<file path="src/rtl/dls_pkg.sv">
package dls_pkg;

    // Number of delay lines whose select codes are managed (one dynamic-load bit each)
    localparam int unsigned DYN_W  = 5;
    // Number of bypass flags in the lane
    localparam int unsigned BYP_W  = 16;
    localparam int unsigned WORD_W = 32;

    // Control word field positions, decoded by the register block
    localparam int unsigned F_MODE   = 0;
    localparam int unsigned F_BYP    = 2;
    localparam int unsigned F_DYN    = 18;
    localparam int unsigned F_DIRECT = 25;
    localparam int unsigned F_LATE   = 26;

    localparam logic [WORD_W-1:0] CTRL_RESET = 32'h0000_0002;
    localparam logic [WORD_W-1:0] CTRL_WMASK = 32'h067F_FFFF;
    // Flags with no delay line behind them
    localparam logic [BYP_W-1:0]  BYP_UNUSED = 16'h0030;

    typedef enum logic [1:0] {
        ST_SPENT = 2'd0,
        ST_ARMED = 2'd1,
        ST_DELAY = 2'd2
    } strobe_st_e;

    typedef enum logic [1:0] {
        BM_PERLINE = 2'b00,
        BM_ALL     = 2'b01,
        BM_NONE    = 2'b10,
        BM_RSVD    = 2'b11
    } byp_mode_e;

    typedef struct packed {
        logic             late;
        logic             direct;
        logic [DYN_W-1:0] dyn;
        logic [BYP_W-1:0] byp;
        logic [1:0]       mode;
    } dls_cfg_t;

    // Which bypass flag governs each managed line
    function automatic int unsigned line_byp_bit(input int unsigned ln);
        int unsigned b;
        case (ln)
            0:       b = 13;
            1:       b = 14;
            2:       b = 9;
            3:       b = 10;
            4:       b = 11;
            default: b = 0;
        endcase
        return b;
    endfunction

endpackage

</file>
<file path="src/rtl/dls_ctrl_reg.sv">
module dls_ctrl_reg
    import dls_pkg::*;
#(
    parameter logic [WORD_W-1:0] RST_WORD = CTRL_RESET,
    parameter logic [WORD_W-1:0] WR_MASK  = CTRL_WMASK
) (
    input  logic              clk_i,
    input  logic              rst_ni,
    input  logic              we_i,
    input  logic [WORD_W-1:0] wdata_i,
    output logic [WORD_W-1:0] rdata_o,
    output dls_cfg_t          cfg_o
);

    logic [WORD_W-1:0] word_q;

    always_ff @(posedge clk_i or negedge rst_ni) begin
        if (!rst_ni) begin
            word_q <= RST_WORD & WR_MASK;
        end else if (we_i) begin
            word_q <= wdata_i & WR_MASK;
        end
    end

    assign rdata_o = word_q;

    always_comb begin
        cfg_o.late   = word_q[F_LATE];
        cfg_o.direct = word_q[F_DIRECT];
        cfg_o.dyn    = word_q[F_DYN +: DYN_W];
        cfg_o.byp    = word_q[F_BYP +: BYP_W];
        cfg_o.mode   = word_q[F_MODE +: 2];
    end

    // reserved bits never become visible
    p_rsvd_zero_r2: assert property (@(posedge clk_i) disable iff (!rst_ni)
        (rdata_o & ~WR_MASK) == '0);

    // a write lands masked in the following cycle
    p_write_lands_r2: assert property (@(posedge clk_i) disable iff (!rst_ni)
        we_i |=> rdata_o == ($past(wdata_i) & WR_MASK));

endmodule

</file>
<file path="src/rtl/dls_strobe_fsm.sv">
module dls_strobe_fsm
    import dls_pkg::*;
(
    input  logic clk_i,
    input  logic rst_ni,
    input  logic gate_i,
    input  logic late_i,
    output logic ld_o
);

    strobe_st_e st_q, st_d;

    always_ff @(posedge clk_i or negedge rst_ni) begin
        if (!rst_ni) begin
            st_q <= ST_SPENT;
        end else begin
            st_q <= st_d;
        end
    end

    always_comb begin
        st_d = st_q;
        unique case (st_q)
            ST_SPENT: begin
                if (gate_i) st_d = ST_ARMED;                 // arm
            end
            ST_ARMED: begin
                if (!gate_i) begin
                    st_d = late_i ? ST_DELAY : ST_SPENT;      // defer / fire_early
                end
            end
            ST_DELAY: begin
                st_d = gate_i ? ST_ARMED : ST_SPENT;          // fire_late
            end
            default: st_d = ST_SPENT;
        endcase
    end

    always_comb begin
        ld_o = 1'b0;
        unique case (st_q)
            ST_SPENT: ld_o = 1'b0;
            ST_ARMED: ld_o = !gate_i && !late_i;
            ST_DELAY: ld_o = 1'b1;
            default:  ld_o = 1'b0;
        endcase
    end

    // a strobe only appears in an idle cycle or just after one
    p_idle_only_r3: assert property (@(posedge clk_i) disable iff (!rst_ni)
        ld_o |-> (!gate_i || $past(!gate_i)));

    // the late state is reached only from an idle cycle with late timing
    p_late_follows_idle_r4: assert property (@(posedge clk_i) disable iff (!rst_ni)
        (st_q == ST_DELAY) |-> ($past(!gate_i) && $past(late_i) && ld_o));

    // a strobe in an idle cycle is not repeated
    p_single_strobe_r5: assert property (@(posedge clk_i) disable iff (!rst_ni)
        (ld_o && !gate_i) |=> !ld_o);

endmodule

</file>
<file path="src/rtl/dls_line.sv">
module dls_line #(
    parameter int unsigned SEL_W     = 9,
    parameter bit          PIPELINED = 1'b0
) (
    input  logic             clk_i,
    input  logic             rst_ni,
    input  logic [SEL_W-1:0] sel_i,
    input  logic             ld_i,
    input  logic             dyn_i,
    input  logic             direct_i,
    input  logic             byp_i,
    output logic [SEL_W-1:0] code_o
);

    logic [SEL_W-1:0] hold_q;
    logic             take;
    logic             use_direct;

    // change-only load: capture on strobe when the code differs
    assign take = dyn_i || (ld_i && (sel_i != hold_q));

    always_ff @(posedge clk_i or negedge rst_ni) begin
        if (!rst_ni) begin
            hold_q <= '0;
        end else if (take) begin
            hold_q <= sel_i;
        end
    end

    generate
        if (PIPELINED) begin : g_pipe
            assign use_direct = direct_i;
        end else begin : g_plain
            assign use_direct = direct_i & 1'b0;
        end
    endgenerate

    always_comb begin
        if (byp_i) begin
            code_o = '0;
        end else if (use_direct) begin
            code_o = sel_i;
        end else begin
            code_o = hold_q;
        end
    end

    // without strobe or continuous load the holding register is frozen
    p_hold_still_r6: assert property (@(posedge clk_i) disable iff (!rst_ni)
        (!dyn_i && !ld_i) |=> $stable(hold_q));

    // continuous load copies the select input every edge
    p_reload_r7: assert property (@(posedge clk_i) disable iff (!rst_ni)
        dyn_i |=> hold_q == $past(sel_i));

    // a bypassed line drives zero
    p_byp_zero_r10: assert property (@(posedge clk_i) disable iff (!rst_ni)
        byp_i |-> code_o == '0);

endmodule

</file>
<file path="src/rtl/dls_bypass.sv">
module dls_bypass
    import dls_pkg::*;
#(
    parameter logic [BYP_W-1:0] UNUSED = BYP_UNUSED
) (
    input  logic [1:0]       mode_i,
    input  logic [BYP_W-1:0] perline_i,
    output logic [BYP_W-1:0] byp_o
);

    byp_mode_e mode;
    assign mode = byp_mode_e'(mode_i);

    always_comb begin
        byp_o = '0;
        unique case (mode)
            BM_PERLINE: byp_o = perline_i & ~UNUSED;
            BM_ALL:     byp_o = ~UNUSED;
            BM_NONE:    byp_o = '0;
            BM_RSVD:    byp_o = '0;
            default:    byp_o = '0;
        endcase
    end

endmodule

</file>
<file path="src/rtl/dly_sel_load_ctrl.sv">
module dly_sel_load_ctrl
    import dls_pkg::*;
#(
    parameter int unsigned      SEL_W     = 9,
    parameter logic [DYN_W-1:0] PIPE_MASK = 5'b00011
) (
    input  logic                   clk_i,
    input  logic                   rst_ni,
    input  logic                   cfg_we_i,
    input  logic [WORD_W-1:0]      cfg_wdata_i,
    output logic [WORD_W-1:0]      cfg_rdata_o,
    input  logic                   gate_i,
    input  logic [DYN_W*SEL_W-1:0] sel_i,
    output logic                   ld_o,
    output logic [DYN_W*SEL_W-1:0] code_o,
    output logic [BYP_W-1:0]       byp_o
);

    localparam int unsigned NUM_LINES = DYN_W;

    dls_cfg_t cfg;
    logic     ld;

    dls_ctrl_reg u_reg (
        .clk_i   (clk_i),
        .rst_ni  (rst_ni),
        .we_i    (cfg_we_i),
        .wdata_i (cfg_wdata_i),
        .rdata_o (cfg_rdata_o),
        .cfg_o   (cfg)
    );

    dls_strobe_fsm u_fsm (
        .clk_i  (clk_i),
        .rst_ni (rst_ni),
        .gate_i (gate_i),
        .late_i (cfg.late),
        .ld_o   (ld)
    );

    assign ld_o = ld;

    dls_bypass u_byp (
        .mode_i    (cfg.mode),
        .perline_i (cfg.byp),
        .byp_o     (byp_o)
    );

    generate
        for (genvar i = 0; i < NUM_LINES; i++) begin : g_line
            localparam int unsigned BB = line_byp_bit(i);
            dls_line #(
                .SEL_W     (SEL_W),
                .PIPELINED (PIPE_MASK[i])
            ) u_line (
                .clk_i    (clk_i),
                .rst_ni   (rst_ni),
                .sel_i    (sel_i[i*SEL_W +: SEL_W]),
                .ld_i     (ld),
                .dyn_i    (cfg.dyn[i]),
                .direct_i (cfg.direct),
                .byp_i    (byp_o[BB]),
                .code_o   (code_o[i*SEL_W +: SEL_W])
            );
        end
    endgenerate

    // flags without a delay line stay low
    p_unused_low_r10: assert property (@(posedge clk_i) disable iff (!rst_ni)
        (byp_o & BYP_UNUSED) == '0);

    // mode 01 sets every real flag
    p_mode_all_r9: assert property (@(posedge clk_i) disable iff (!rst_ni)
        (cfg_rdata_o[1:0] == 2'b01) |-> (byp_o == ~BYP_UNUSED));

    // modes 10 and 11 clear every flag
    p_mode_none_r9: assert property (@(posedge clk_i) disable iff (!rst_ni)
        cfg_rdata_o[1] |-> (byp_o == '0));

endmodule

</file>
<file path="config.mk">
export PLATFORM = sky130hd
export DESIGN_NAME = dly_sel_load_ctrl
export DESIGN_NICKNAME = d
export VERILOG_FILES = /design/src/rtl/dls_pkg.sv /design/src/rtl/dls_ctrl_reg.sv /design/src/rtl/dls_strobe_fsm.sv /design/src/rtl/dls_line.sv /design/src/rtl/dls_bypass.sv /design/src/rtl/dly_sel_load_ctrl.sv
export SDC_FILE = /design/constraint.sdc
export NUM_CORES = 1
export LEC_CHECK = 0
export ABC_AREA = 1
export CAP_MARGIN = 20
export CELL_PAD_IN_SITES_DETAIL_PLACEMENT = 1
export CELL_PAD_IN_SITES_GLOBAL_PLACEMENT = 1
export CORE_MARGIN = 2
export CORE_UTILIZATION = 30
export DETAILED_ROUTE_END_ITERATION = 8
export PLACE_DENSITY = 0.82
export SETUP_SLACK_MARGIN = 0.3
export SLEW_MARGIN = 20
export SYNTH_ARGS = -nofsm -noshare
export SYNTH_HDL_FRONTEND = slang
export SYNTH_SLANG_ARGS = --single-unit
</file>
<file path="constraint.sdc">
create_clock -name clk_i -period 1.8 [get_ports clk_i]
set_input_delay 0.45 -clock clk_i [delete_from_list [all_inputs] [get_ports clk_i]]
set_output_delay 0.45 -clock clk_i [all_outputs]
set_load 0.02 [all_outputs]
</file>
# Word-level counts from Yosys, hierarchy flattened
# Cells that the tools add are included.
# totals
regBits	72
elab_cells	50
inputBits	81
output_inout_bits	94
# classes
n_mux	14
reduce_logical	17
n_eq_ne	12
# ops
op	n
9-bit 2-to-1 mux	7
16-bit case mux with 3 select lines	1
9-bit != test	5
2-bit == test (second input constant)	3
1-bit logical AND	6
2-bit 2-to-1 mux	3
2-bit case mux with 3 select lines	1
1-bit logical OR	5
2-bit by 1-bit == test with 1-bit output (second input constant)	2
2-bit logical NOT	2
2-bit != test (second input constant)	2
1-bit logical NOT	2
1-bit case mux with 2 select lines	1
2-bit AND reduction	1
2-bit OR reduction	1
1-bit 2-to-1 mux	1

# Longest topological paths before layout
# depth
ltp_word	5
depth_mapped	11
mapped_depth_nobuf	11

# Modules after synthesis
# A second synthesis with hierarchy kept.
# hier_totals
hier_cells	622
area_unflattened_um2	4484.3
# modules_own_cells
module	area_each_um2	cells_each	seq_area_each_um2	instances
dls_line at g_line[2].u_line ...	565.5	80	225.2	3
dls_line at g_line[0].u_line ...	620.6	91	225.2	2
dls_ctrl_reg	1209.9	139	626.9	1
dls_strobe_fsm	196.4	28	50.0	1
dls_bypass	140.1	33	0.0	1

# Worst setup path after synthesis
# No wires, ideal clock.
# synth_timing
path_type	reg2out
startpoint	register u_reg.word_q[1], in the netlist u_reg.rdata_o[1]
endpoint	output port byp_o[0]
slack_ps	162
arrival_time_ps	1188
required_time_ps	1350
stages_incl_launch_ff	4
cell_sequence	dfstp_2 -> buf_2 -> clkbuf_1 -> a21oi_1
# synth_via
elab_chain_len	3
elab_cells_between_ends	6
cone_classes	3 x eq/ne; 1 x mux; 2 x reduce/logical
# synth_rtl
item	line_no	source
start: declaration	dls_ctrl_reg.sv:15	logic [WORD_W-1:0] word_q;
start signal: assignment	dls_ctrl_reg.sv:19	word_q <= RST_WORD & WR_MASK;
start signal: assignment	dls_ctrl_reg.sv:21	word_q <= wdata_i & WR_MASK;
2-bit == test	dls_bypass.sv:16	unique case (mode)
2-bit OR reduction (no line)	n/a	
16-bit case mux with 3 select lines *	dls_bypass.sv:16	
end: declaration	dly_sel_load_ctrl.sv:16	output logic [BYP_W-1:0] byp_o
# Mark *: on every way between the ends. The rest lies on a longest branch, timed or not. The select of a mux whose other input is x is not followed.

# Worst setup path in the final report
# layout_timing
startpoint	register u_reg.word_q[0], in the netlist u_reg.rdata_o[0]
endpoint	output port code_o[15]
# layout_via
elab_chain_len	4
elab_cells_between_ends	7
cone_classes	3 x eq/ne; 2 x mux; 2 x reduce/logical
# layout_rtl
item	line_no	source
2-bit == test	dls_bypass.sv:16	
2-bit OR reduction (no line)	n/a	
16-bit case mux with 3 select lines *	dls_bypass.sv:16	
9-bit 2-to-1 mux *	dls_line.sv:39	if (byp_i) begin
end: declaration	dly_sel_load_ctrl.sv:15	output logic [DYN_W*SEL_W-1:0] code_o,
# Marked as above.

==> flow_metrics.env <==
export IMPL_area_delta_synth_final_pct=79.2
export IMPL_path_class="register to output pin"
export IMPL_synthesis_area_mm2=0.00445
export IMPL_overflow=0
export IMPL_grt_max_degree=31
export IMPL_core_mm2=0.0145
export IMPL_hold_violations=0
export IMPL_pre_cts_slack_ns=-0.595
export IMPL_fin_crit_ns=2.00
export IMPL_htree_levels=3
export IMPL_wire_per_inst_um=16.0
export IMPL_ys_warn_count=0
export IMPL_clk_pin_slew_ns=0.06
export IMPL_power_w=0.00939
export IMPL_syn_area_per_cell_um2=7.03
export IMPL_required_ns=1.35
export IMPL_grt_antenna_before_repair=0
export IMPL_maxCapViolations=0
export IMPL_drcViolationCount=0
export IMPL_maxSlewViolCount=0
export IMPL_synthMuxAreaShare_pct=0.758
export IMPL_cts_inserted_buffers=9
export IMPL_p_leak_nw=4.02
export IMPL_crit_path_end_kind="output pin"
export IMPL_synth_cell_type_count=26
export IMPL_synthXorXnorAreaFrac_pct=4.92
export IMPL_io_buffers=158
export IMPL_ctsHoldBuffers=0
export IMPL_yosys_area_share_simple_pct=31.7
export IMPL_drt_wl_total_um=16700
export IMPL_root_buffer="clkbuf_16"
export IMPL_critical_path_arrival_ns=1.55
export IMPL_drt_initial_drc_count=133
export IMPL_failed_checks="negative setup slack"
export IMPL_finalSetupViolCount=59
export IMPL_num_rows=44
export IMPL_cp_start_kind="register"
export IMPL_hold_ws_ns=0.0194
export IMPL_gp_congestion=0.795
export IMPL_hpwl_um=10900
export IMPL_synth_compound_area_share_pct=6.88
export IMPL_die_x_um=126
export IMPL_io_pins=175
export IMPL_skew_ns=0.00623
export IMPL_final_util_pct=54.9
export IMPL_clock_latency_ns=0.33
export IMPL_tightest_slew_ns=0.743
export IMPL_critPathMaxFanout=6
export IMPL_grt_pass1_vias=5135
export IMPL_routed_via_count=4809
export IMPL_period_share_pct=111
export IMPL_fmax_mhz=500
export IMPL_grt_pass1_wl_um=26200
export IMPL_start_util_pct=30.6
export IMPL_fin_nets=941
export IMPL_cts_sinks=72
export IMPL_setup_slack_ns=-0.202
export IMPL_peakVddDrop_mv=0.601
export IMPL_synth_top_family_by_area="simple AND/OR/NAND/NOR gates"
export IMPL_die_h_um=126
export IMPL_synth_seq_cells=72
export IMPL_track_usage_pct=20.6
export IMPL_outcome="finished, violations left"
export IMPL_drive_above_1_share_pct=41.9
export IMPL_stdcell_count=1044
export IMPL_synthAdderAreaFrac_pct=1.12
export IMPL_synth_cells=634
export IMPL_dieArea_mm2=0.0158
export IMPL_dp_cells=1003
export IMPL_relSlewSlack_pct=50.4
export IMPL_hold_path_class="input pin to asynchronous set/reset pin"
export IMPL_seq_area_frac_synth_pct=40.5
export IMPL_postRouteAntennaNets=0
export IMPL_power_density_mw_per_mm2=1180
export IMPL_drtPass1Iterations=4
export IMPL_rsz0062_at_grt="yes"
export IMPL_clockBufferDepth=2
export IMPL_n_antenna_cell=0
export IMPL_avgViaCountPerCell=4.61
export IMPL_tritoncts="yes"
power breakdown:
| group | switching [W] | internal [W] | total (W) |
|---|---|---|---|
| Combinational | 0.00285 | 0.00229 | 0.00513 |
| Clock | 0.000666 | 0.00104 | 0.00171 |
| Sequential | 0.000469 | 0.00208 | 0.00255 |
| Total | 0.00398 | 0.00541 | 0.00939 |
synthesized netlist by cell type:
cell | number | area (µm²)
a21oi_1 | 12 | 60.1
a21oi_2 | 3 | 26.3
buf_2 | 5 | 25.0
buf_4 | 21 | 158
buf_6 | 1 | 11.3
clkbuf_1 | 12 | 45.0
conb_1 | 1 | 3.75
dfrtp_1 | 71 | 1780
dfstp_2 | 1 | 26.3
ha_1 | 4 | 50.1
inv_1 | 94 | 353
inv_2 | 9 | 33.8
mux2_2 | 3 | 33.8
nand2_1 | 227 | 852
nand2_4 | 10 | 113
nand3_1 | 45 | 225
nand3_2 | 5 | 50.1
nor2_1 | 40 | 150
nor2_2 | 2 | 12.5
nor3_2 | 1 | 10.0
o21a_1 | 1 | 7.51
o21ai_0 | 37 | 185
o22ai_1 | 3 | 18.8
o32ai_1 | 1 | 8.76
xnor2_1 | 14 | 123
xor2_1 | 11 | 96.3
flip-flops by register name, summed over array words and instances, names as in the netlist:
| name | flops |
|---|---|
| u_reg.rdata_o | 25 |
| g_line.u_line.hold_q | 45 |
| u_fsm.st_q | 2 |
worst max-delay path: stages (launching register included):
cell and delay, ns:
dfrtp_2 0.43, inv_8 0.06, a21oi_4 0.26, clkinvlp_4 0.22, nand2_2 0.10, inv_2 0.03, buf_6 0.12
placed cells by master, fill, tap and decap left out, drive strengths merged:
master | Yosys | final
a21oi | 15 | 15
buf | 27 | 145
clkbuf | 12 | 22
clkdlybuf4s15 | 0 | 11
clkdlybuf4s50 | 0 | 65
clkinvlp | 0 | 2
conb | 1 | 9
dfrtp | 71 | 71
dfstp | 1 | 1
dlygate4sd2 | 0 | 1
dlymetal6s2s | 0 | 5
ha | 4 | 4
inv | 103 | 103
mux2 | 3 | 3
nand2 | 237 | 243
nand3 | 50 | 50
nor2 | 42 | 42
nor3 | 1 | 1
o21a | 1 | 1
o21ai | 37 | 37
o22ai | 3 | 3
o32ai | 1 | 1
xnor2 | 14 | 14
xor2 | 11 | 11
routing by layer:
metal / global-route usage [%] / vias up / share of wire (%)
li1: - / 2341 / -
met1: 24.2 / 2317 / 40
met2: 37.3 / 132 / 53
met3: 4.89 / 19 / 5.4
met4: 6.01 / 0 / 1.5
met5: 0 / - / 0
final timing paths:
check | start | to | slack [ns] | cells past startpoint
worst max register to register | u_fsm.st_q[1] | g_line[1].u_line.hold_q[5] | 0.01 | 11
worst min register to register | g_line[0].u_line.hold_q[5] | g_line[0].u_line.hold_q[5] | 0.50 | 2
worst min-delay path | rst_ni | g_line[3].u_line.hold_q[4] | 0.02 | 1
max in group asynchronous | rst_ni | u_reg.rdata_o[13] | 1.23 | 2
min in group clk_i | sel_i[26] | g_line[2].u_line.hold_q[8] | 0.41 | 3
worst max-delay path | u_reg.rdata_o[0] | code_o[15] | -0.20 | 6
logic make-up (layout without fill, tap and decap cells):
| family | count (synthesis) | in the layout |
|---|---|---|
| muxes | 3 | 3 |
| adders and majority gates | 4 | 4 |
| buffers and inverters | 142 | 354 |
| xor gates and xnor gates | 25 | 25 |
| AOI/OAI and AO/OA | 57 | 57 |
| other | 1 | 9 |
| DFF | 72 | 72 |
| and+or+nand+nor | 330 | 336 |
cell type report:
type,count,area [µm²]
Sequential cell,72,1810
Fill cell,1706,6550
Multi-Input combinational cell,434,2920
Clock buffer,15,278
Tap cell,184,230
Timing Repair inverter,2,15.0
Inverter,103,404
Timing Repair Buffer,234,2330
through the flow:
step | instance area [µm²] | setup TNS, ns
finish | 7980 | -8.94
global route | 7980 | -12.99
CTS | 7580 | -7.77
detailed placement | 6750 | -28.16
global placement | 6750 | -23.96
floorplan | 4710 | 0
timing repair:
item	4_1_cts	5_1_grt
pin swaps	15	37
resized for setup	498	114
gates cloned	10	0
setup buffers	6	10
endpoints found under the setup margin	130	121
Note: power is estimated with default switching activity, not from simulation.
